`config.mk`:
```
export PLATFORM = sky130hd
export DESIGN_NAME = pfc_mode_seq
export DESIGN_NICKNAME = d
export VERILOG_FILES = /design/src/rtl/pfc_mode_pkg.sv /design/src/rtl/pfc_flag_sync.sv /design/src/rtl/pfc_mode_fsm.sv /design/src/rtl/pfc_mode_outdec.sv /design/src/rtl/pfc_mode_seq.sv
export SDC_FILE = /design/constraint.sdc
export NUM_CORES = 1
export LEC_CHECK = 0
export ABC_AREA = 1
export BUFFER_PORTS_ARGS = -buffer_cell sky130_fd_sc_hd__buf_4
export CORE_ASPECT_RATIO = 1.2
export CORE_MARGIN = 2
export CORE_UTILIZATION = 35
export CTS_CLUSTER_DIAMETER = 60
export DETAILED_ROUTE_END_ITERATION = 16
export GPL_ROUTABILITY_DRIVEN = 0
export PLACE_DENSITY = 0.54
export SYNTH_ARGS = -nofsm -noshare
export SYNTH_HDL_FRONTEND = slang
export SYNTH_HIERARCHICAL = 1
export SYNTH_SLANG_ARGS = --single-unit
```
`constraint.sdc`:
```
create_clock -name clk -period 3.6 [get_ports clk]
set_clock_uncertainty 0.2 [all_clocks]
set_input_delay 0.54 -clock clk [delete_from_list [all_inputs] [get_ports clk]]
set_output_delay 0.54 -clock clk [all_outputs]
set_load 0.05 [all_outputs]
```
`src/rtl/pfc_mode_pkg.sv`:
```
package pfc_mode_pkg;
  typedef enum logic [2:0] {
    ST_SLEEP = 3'd0,
    ST_STBY  = 3'd1,
    ST_SOFT  = 3'd2,
    ST_NORM  = 3'd3,
    ST_OVH   = 3'd4,
    ST_IPK   = 3'd5
  } mode_e;

  localparam int FLAG_W    = 11;
  localparam int F_VCC_ON  = 0;
  localparam int F_UV_OK   = 1;
  localparam int F_SLEEP   = 2;
  localparam int F_BO_ST   = 3;
  localparam int F_BO_RUN  = 4;
  localparam int F_OPEN    = 5;
  localparam int F_CLOW    = 6;
  localparam int F_CFULL   = 7;
  localparam int F_OV_SET  = 8;
  localparam int F_OV_CLR  = 9;
  localparam int F_IPK     = 10;

  function automatic logic is_running(input mode_e s);
    return (s == ST_SOFT) || (s == ST_NORM) || (s == ST_OVH) || (s == ST_IPK);
  endfunction

  function automatic logic is_driving(input mode_e s);
    return (s == ST_SOFT) || (s == ST_NORM);
  endfunction
endpackage

```
`src/rtl/pfc_flag_sync.sv`:
```
module pfc_flag_sync #(
  parameter int W      = 11,
  parameter int STAGES = 2
) (
  input  logic         clk,
  input  logic         rst_n,
  input  logic [W-1:0] d,
  output logic [W-1:0] q
);
  logic [STAGES-1:0][W-1:0] pipe;

  for (genvar s = 0; s < STAGES; s++) begin : g_stage
    if (s == 0) begin : g_first
      always_ff @(posedge clk or negedge rst_n) begin
        if (!rst_n) pipe[s] <= '0;
        else        pipe[s] <= d;
      end
    end else begin : g_next
      always_ff @(posedge clk or negedge rst_n) begin
        if (!rst_n) pipe[s] <= '0;
        else        pipe[s] <= pipe[s-1];
      end
    end
  end

  assign q = pipe[STAGES-1];
endmodule

```
`src/rtl/pfc_mode_fsm.sv`:
```
module pfc_mode_fsm
  import pfc_mode_pkg::*;
(
  input  logic              clk,
  input  logic              rst_n,
  input  logic [FLAG_W-1:0] f,
  output mode_e             state_q,
  output mode_e             nxt,
  output logic              dis_q
);
  mode_e ret_q;
  logic  run_now, uv_hit, bo_hit, sb_hit, dis_d;

  always_comb begin
    run_now = is_running(state_q);
    uv_hit  = run_now ? !f[F_UV_OK]  : !f[F_VCC_ON];
    bo_hit  = run_now ? !f[F_BO_RUN] : !f[F_BO_ST];
    sb_hit  = f[F_OPEN] || bo_hit;
    nxt     = state_q;
    if (uv_hit) begin
      nxt = ST_SLEEP;
    end else if (f[F_SLEEP]) begin
      nxt = (f[F_CLOW] || state_q == ST_SLEEP) ? ST_SLEEP : ST_STBY;
    end else if (sb_hit) begin
      nxt = ST_STBY;
    end else begin
      case (state_q)
        ST_SLEEP, ST_STBY: if (f[F_CLOW]) nxt = ST_SOFT;
        ST_SOFT: begin
          if (f[F_OV_SET])     nxt = ST_OVH;
          else if (f[F_IPK])   nxt = ST_IPK;
          else if (f[F_CFULL]) nxt = ST_NORM;
        end
        ST_NORM: begin
          if (f[F_OV_SET])   nxt = ST_OVH;
          else if (f[F_IPK]) nxt = ST_IPK;
        end
        ST_OVH: if (f[F_OV_CLR] && !f[F_OV_SET]) nxt = f[F_IPK] ? ST_IPK : ret_q;
        ST_IPK: begin
          if (f[F_OV_SET])   nxt = ST_OVH;
          else if (!f[F_IPK]) nxt = ret_q;
        end
        default: nxt = ST_SLEEP;
      endcase
    end
  end

  always_comb begin
    dis_d = 1'b0;
    if (nxt == ST_STBY && !f[F_CLOW]) begin
      if (run_now || f[F_SLEEP] || dis_q) dis_d = 1'b1;
    end
  end

  always_ff @(posedge clk or negedge rst_n) begin
    if (!rst_n) begin
      state_q <= ST_SLEEP;
      ret_q   <= ST_SOFT;
      dis_q   <= 1'b0;
    end else begin
      state_q <= nxt;
      dis_q   <= dis_d;
      if (is_driving(state_q) && (nxt == ST_OVH || nxt == ST_IPK)) ret_q <= state_q;
    end
  end

  AST_UV_TO_SLEEP: assert property (@(posedge clk) disable iff (!rst_n)
    is_running(state_q) && !f[F_UV_OK] |=> state_q == ST_SLEEP) else $error("uv");
  AST_PREBIAS_BLOCK: assert property (@(posedge clk) disable iff (!rst_n)
    (state_q == ST_SLEEP || state_q == ST_STBY) && !f[F_CLOW] |=> state_q != ST_SOFT) else $error("prebias");
  AST_OVH_HOLD: assert property (@(posedge clk) disable iff (!rst_n)
    state_q == ST_OVH && !f[F_OV_CLR] && !uv_hit && !f[F_SLEEP] && !sb_hit |=> state_q == ST_OVH) else $error("ovh");
  AST_IPK_RETURN: assert property (@(posedge clk) disable iff (!rst_n)
    state_q == ST_IPK && !f[F_IPK] && !f[F_OV_SET] && !uv_hit && !f[F_SLEEP] && !sb_hit
    |=> is_driving(state_q) && state_q == $past(ret_q)) else $error("ipk");
  AST_RET_VALID: assert property (@(posedge clk) disable iff (!rst_n)
    is_driving(ret_q)) else $error("ret");
  AST_NO_DIRECT_SLEEP_START: assert property (@(posedge clk) disable iff (!rst_n)
    state_q == ST_SLEEP && !f[F_VCC_ON] |=> state_q == ST_SLEEP) else $error("turn-on");
endmodule

```
`src/rtl/pfc_mode_outdec.sv`:
```
module pfc_mode_outdec
  import pfc_mode_pkg::*;
(
  input  logic  clk,
  input  logic  rst_n,
  input  mode_e state_q,
  input  mode_e nxt,
  input  logic  dis_q,
  input  logic  comp_low,
  output logic  gate_en,
  output logic  comp_dis,
  output logic  bias_en
);
  assign gate_en  = is_driving(state_q) && is_driving(nxt);
  assign bias_en  = (state_q != ST_SLEEP);
  assign comp_dis = (state_q == ST_STBY) && dis_q && !comp_low;

  AST_SLEEP_QUIET: assert property (@(posedge clk) disable iff (!rst_n)
    state_q == ST_SLEEP |-> !gate_en && !comp_dis) else $error("sleep out");
  AST_FAULT_GATE: assert property (@(posedge clk) disable iff (!rst_n)
    gate_en |=> is_driving(state_q)) else $error("gate");
endmodule

```
`src/rtl/pfc_mode_seq.sv`:
```
module pfc_mode_seq
  import pfc_mode_pkg::*;
#(
  parameter int SYNC_STAGES = 2
) (
  input  logic       clk,
  input  logic       rst_n,
  input  logic       vcc_on_i,
  input  logic       vcc_uv_ok_i,
  input  logic       sleep_req_i,
  input  logic       bo_start_ok_i,
  input  logic       bo_run_ok_i,
  input  logic       open_loop_i,
  input  logic       comp_low_i,
  input  logic       comp_full_i,
  input  logic       ovp_set_i,
  input  logic       ovp_clr_i,
  input  logic       ipk_trip_i,
  output logic       gate_en_o,
  output logic       comp_dis_o,
  output logic       bias_en_o,
  output logic [2:0] state_o
);
  logic [FLAG_W-1:0] raw, syn;
  mode_e             state_q, nxt;
  logic              dis_q;

  assign raw = {ipk_trip_i, ovp_clr_i, ovp_set_i, comp_full_i, comp_low_i, open_loop_i,
                bo_run_ok_i, bo_start_ok_i, sleep_req_i, vcc_uv_ok_i, vcc_on_i};

  pfc_flag_sync #(.W(FLAG_W), .STAGES(SYNC_STAGES)) u_sync (
    .clk(clk), .rst_n(rst_n), .d(raw), .q(syn)
  );

  pfc_mode_fsm u_fsm (
    .clk(clk), .rst_n(rst_n), .f(syn), .state_q(state_q), .nxt(nxt), .dis_q(dis_q)
  );

  pfc_mode_outdec u_out (
    .clk(clk), .rst_n(rst_n), .state_q(state_q), .nxt(nxt), .dis_q(dis_q),
    .comp_low(syn[F_CLOW]), .gate_en(gate_en_o), .comp_dis(comp_dis_o), .bias_en(bias_en_o)
  );

  assign state_o = state_q;
endmodule

```
**Word-level counts from Yosys, hierarchy flattened**

Cells that the tools add are included.
W data, S select, Z words.

- Logic and storage cells: 58
- Memory bits (writable): 0
- Bits in read-only memories: 0
- Latch bits: 0
- Register bits after elaboration: 29
- Memories kept: 0
- Input bits: 13

- Shift-type cells: 0
- Mux-type cells: 19
- Eq/ne operators: 10
- Reductions and logical operators: 24
- Add/sub/neg operators: 0
- Bitwise gates (word level): 0
- $lt $le $gt $ge: 0
- $mul: 0
- Div/mod/pow operators: 0

Operator list:

| operator | number |
|---|---|
| $mux W3 | 13 |
| $pmux W3 S5 | 1 |
| $eq A3 B2 Y1 const B | 4 |
| $eq A3 B3 Y1 const B | 4 |
| $logic_or A1 B1 Y1 | 9 |
| $eq A3 B1 Y1 const B | 2 |
| $logic_and A1 B1 Y1 | 6 |
| $logic_not A1 Y1 | 6 |
| $mux W1 | 5 |
| $logic_not A3 Y1 | 1 |
| $reduce_bool A3 Y1 | 1 |
| $reduce_or A2 Y1 | 1 |

**Longest topological paths before layout**

- Depth in word-level cells: 12
- Depth in mapped cells: 11
- Gate-level depth less buffers: 11

**Modules after synthesis**

The synthesis kept the hierarchy.

By module, submodules not included:

| module | instances | area each (um^2) | cells an instance | sequential area each (um^2) |
|---|---|---|---|---|
| pfc_flag_sync | 1 | 633.1 | 33 | 550.5 |
| pfc_mode_fsm | 1 | 618.1 | 99 | 176.4 |
| pfc_mode_outdec | 1 | 45.0 | 10 | 0.0 |

**Worst setup path before layout**

Ideal clock, no wire load.

- Path type: flip-flop to output port
- From: reg u_fsm.state_q[1]
- To: out gate_en_o
- Stages on the path, launching flop included: 11
- Path slack: 0.350 ns
- Buffers on the path: 0
- Required time: 2.860 ns
- Arrival: 2.510 ns
- Cell sequence: dfrtp_1 > inv_2 > ha_1 > inv_1 > nand2_1 > nand3_2 > nor2_2 > nand2_2 > inv_1 > nand2_1 > nor3_2

- Word-level cells in the longest chain between the ends: 12

RTL lines:

| element | line | RTL |
|---|---|---|
| start: declaration | pfc_mode_fsm.sv:7 | `output mode_e state_q,` |
| start signal: assignment | pfc_mode_fsm.sv:61 | `state_q <= nxt;` |
| $eq A3 B2 Y1 | pfc_mode_pkg.sv:25, pfc_mode_fsm.sv:27 |  |
| $logic_or A1 B1 Y1 (3 in a row) | pfc_mode_pkg.sv:25 | `return (s == ST_SOFT) \|\| (s == ST_NORM) \|\| (s == ST_OVH) \|\| (s == ST_IPK);` |
| $mux W1 | pfc_mode_fsm.sv:17 | `bo_hit = run_now ? !f[F_BO_RUN] : !f[F_BO_ST];` |
| $logic_or A1 B1 Y1 | pfc_mode_fsm.sv:18 | `sb_hit = f[F_OPEN] \|\| bo_hit;` |
| $mux W3 | pfc_mode_fsm.sv:24 | `end else if (sb_hit) begin` |
| $mux W3 | pfc_mode_fsm.sv:22 | `end else if (f[F_SLEEP]) begin` |
| $mux W3 * | pfc_mode_fsm.sv:20 | `if (uv_hit) begin` |
| named net nxt[1] | pfc_mode_seq.sv:25 | `mode_e state_q, nxt;` |
| $eq A3 B2 Y1 | pfc_mode_pkg.sv:29 | `return (s == ST_SOFT) \|\| (s == ST_NORM);` |
| $logic_or A1 B1 Y1 * | pfc_mode_pkg.sv:29 |  |
| $logic_and A1 B1 Y1 * | pfc_mode_outdec.sv:14 | `assign gate_en = is_driving(state_q) && is_driving(nxt);` |
| end: declaration | pfc_mode_seq.sv:19 | `output logic gate_en_o,` |

The timed path passes the listed nets; every way through them passes the cells marked *.

**Final worst setup path**

Ends and elaborated chain as after synthesis.

==> impl_metrics.tcl <==
set metrics [dict create \
    cts_resized 0 \
    route.detailed.drc 0 \
    yosysSeqAreaShare_pct 56.08 \
    layout_commonest_cell "nand2_1" \
    drv_cap 0 \
    hp-class "reg -> reg" \
    layout_common_cells "nand2_1 (39), dfrtp_1 (28), inv_1 (21)" \
    avgSynthCellArea_um2 9.128 \
    syn-num-nets 158 \
    syn-cell-area_um2 1296 \
    cts_root_buffer "clkbuf_8" \
    fp-row-count 24 \
    rsz0062_at_grt "no" \
    grt_antenna_before_repair 0 \
    layout.nets 173 \
    synth_fa_ha_area_share_pct 2.896 \
    insertion_delay_ns 0.27 \
    grt_pass1_vias 866 \
    cts_buffer_depth 2 \
    gr-total-overflow 0 \
    grt_use_total_pct 11.67 \
    met2_length_um 986 \
    peakVddDrop_v 0.0003547 \
    p_leak_nw 0.7912 \
    synth_top_family_by_area "simple AND/OR/NAND/NOR gates" \
    fmax_mhz 319.4 \
    routedLengthMet1_um 939 \
    max_slew.worst_pin.slew_ns 0.4239 \
    dr.pass1.iters 4 \
    met3_length_um 79 \
    max-slew-margin-rel_pct 71.74 \
    synth_mux_area_share_pct 0 \
    synthToLayoutAreaGrowth_pct 14.77 \
    wl_um 2036 \
    via_per_inst 4.360 \
    place_hpwl_um 1576 \
    power_density_nw_per_um2 429.1 \
    synth_cells 142 \
    crit_path_top_delay_cell "dfrtp_1" \
    cp_max_fo 13 \
    port_buffers 18 \
    hold_viol 0 \
    cts_tree "built" \
    drtIter0Drc 24 \
    post_cts_buffers 0 \
    dieArea_um2 4208 \
    status "finished clean" \
    post_drt_wl_per_cell_um 10.34 \
    cp.arrival_ns 2.39 \
    setup_viol 0 \
    drive_above_1_share_pct 23.42 \
    p_comb_share_pct 8.6 \
    min_from "u_sync/pipe[10]" \
    r2r-start "u_fsm/state_q[1]" \
    fin_setup_tns_ns 0 \
    htreeDepth 2 \
    top_layer "met4" \
    clkPwrFrac_pct 36.8 \
    grt_max_degree 30 \
    setup.worst_path.start "u_fsm/state_q[1]" \
    cts_inserted_buffers 5 \
    cts_hold_buffers 1 \
    ios 19 \
    path_cells "inv_2, ha_1, nor2_1, nor2_1, nand2_1, nor2_2, nand2_2, inv_1, nand2_1, nor3_2, buf_4" \
    vias 859 \
    synth_compound_area_share_pct 2.799 \
    ys_ff_latch 29 \
    fin_crit_sh_pct 86.96 \
    yosysWarnings 6 \
    critPathCaptureType "output port" \
    drv_slew 0 \
    synth_simple_gate_area_share_pct 24.90 \
    critical_path_class "reg -> out" \
    synth_xor_area_share_pct 0 \
    p_seq_share_pct 54.6 \
    die_w_um 59.56 \
    antenna_left 0 \
    switching_share_pct 21.94 \
    power.internal_mw 0.4983 \
    fin_crit_ns 3.130 \
    die_h_um 70.67 \
    cts.sinks 29 \
    antenna_cells 0 \
    hold_slack_ns 0.1417 \
    core_area_um2 3603 \
    clk_pin_slew_worst_paths_ns 0.05 \
    grt_pass1_wl_um 3657 \
    start_kind "flop" \
    switchingPower_mw 0.1401 \
    slowest_delay_ns 0.60 \
    crit_required_ns 2.86 \
    start_util_pct 35.97 \
    synth.distinct_cells 19 \
]
worst max-delay path: cells and delay by family (launching register included):
kind | cells | cell delay [ns]
fa+ha+maj | 1 | 0.39
simple gates | 7 | 0.70
buf+inv | 3 | 0.44
flops | 1 | 0.60
routing by layer:
metal,vias to the layer above,track usage [%]
met3,4,3.839
met4,0,6.667
met1,391,14.05
met2,17,18.07
met5,-,0
li1,447,-
sequential cells by signal (all words and copies together), names as in the netlist:
register / count
u_sync/q: 11
u_fsm/state_q: 3
u_fsm/ret_q: 3
u_sync/pipe: 11
u_fsm/dis_q: 1
cell families (layout without fill, tap and decap cells):
family	Yosys count	in the layout
compound gates	4	4
fa+ha+maj	3	3
buf+inv	35	51
flops	29	29
simple gates	71	71
per-stage QoR:
stage | instances | total power, mW | area, µm² | setup WS [ns] | utilization (%)
floorplan | 142 | 0.3914 | 1296 | 0.3500 | -
global placement | 188 | 0.4084 | 1398 | 0.8788 | 38.78
detailed placement | 188 | 0.4092 | 1398 | 0.7676 | 38.78
CTS | 197 | 0.6524 | 1488 | 0.4573 | 41.28
global route | 197 | 0.6754 | 1488 | 0.1995 | 41.28
finish | 197 | 0.6384 | 1488 | 0.4696 | 41.28
cells in the mapped netlist:
| cell type | n | area share, % |
|---|---|---|
| a21oi_1 | 1 | 0.39 |
| buf_4 | 11 | 6.4 |
| dfrtp_1 | 28 | 54 |
| dfstp_2 | 1 | 2.0 |
| ha_1 | 3 | 2.9 |
| inv_1 | 21 | 6.1 |
| inv_2 | 3 | 0.87 |
| nand2_1 | 39 | 11 |
| nand2_2 | 1 | 0.48 |
| nand3_1 | 10 | 3.9 |
| nand3_2 | 3 | 2.3 |
| nor2_1 | 12 | 3.5 |
| nor2_2 | 3 | 1.4 |
| nor2_4 | 1 | 0.87 |
| nor3_1 | 1 | 0.39 |
| nor3_2 | 1 | 0.77 |
| o21ai_0 | 1 | 0.39 |
| o21bai_4 | 1 | 1.4 |
| o31ai_1 | 1 | 0.58 |
final timing paths:
kind                            slack, ns        endpoint  depth (start not counted)
worst max register to register       1.40  u_fsm/ret_q[0]                         10
min in group asynchronous            0.54  u_sync/pipe[3]                          2
worst max-delay path                 0.47       gate_en_o                         11
max in group asynchronous            2.35  u_fsm/ret_q[1]                          2
worst min-delay path                 0.14    u_sync/q[10]                          0
worst min register to register       0.14    u_sync/q[10]                          0
area by class of cell:
class | instances | area, µm²
multi-input combinational | 78 | 396.6
sequential | 29 | 726.9
timing repair buffer | 19 | 145.1
clock buffer | 8 | 80.08
tap | 39 | 48.80
fill | 376 | 2116
inverter | 24 | 90.09
power by group through the flow:
stage / Clock, mW / Combinational (mW) / Sequential, mW
floorplan: 0 / 0.0367 / 0.355
global placement: 0 / 0.0544 / 0.354
detailed placement: 0 / 0.0550 / 0.354
CTS: 0.248 / 0.0560 / 0.349
global route: 0.262 / 0.0629 / 0.350
finish: 0.235 / 0.0551 / 0.348
(Power assumes the default switching activity.)
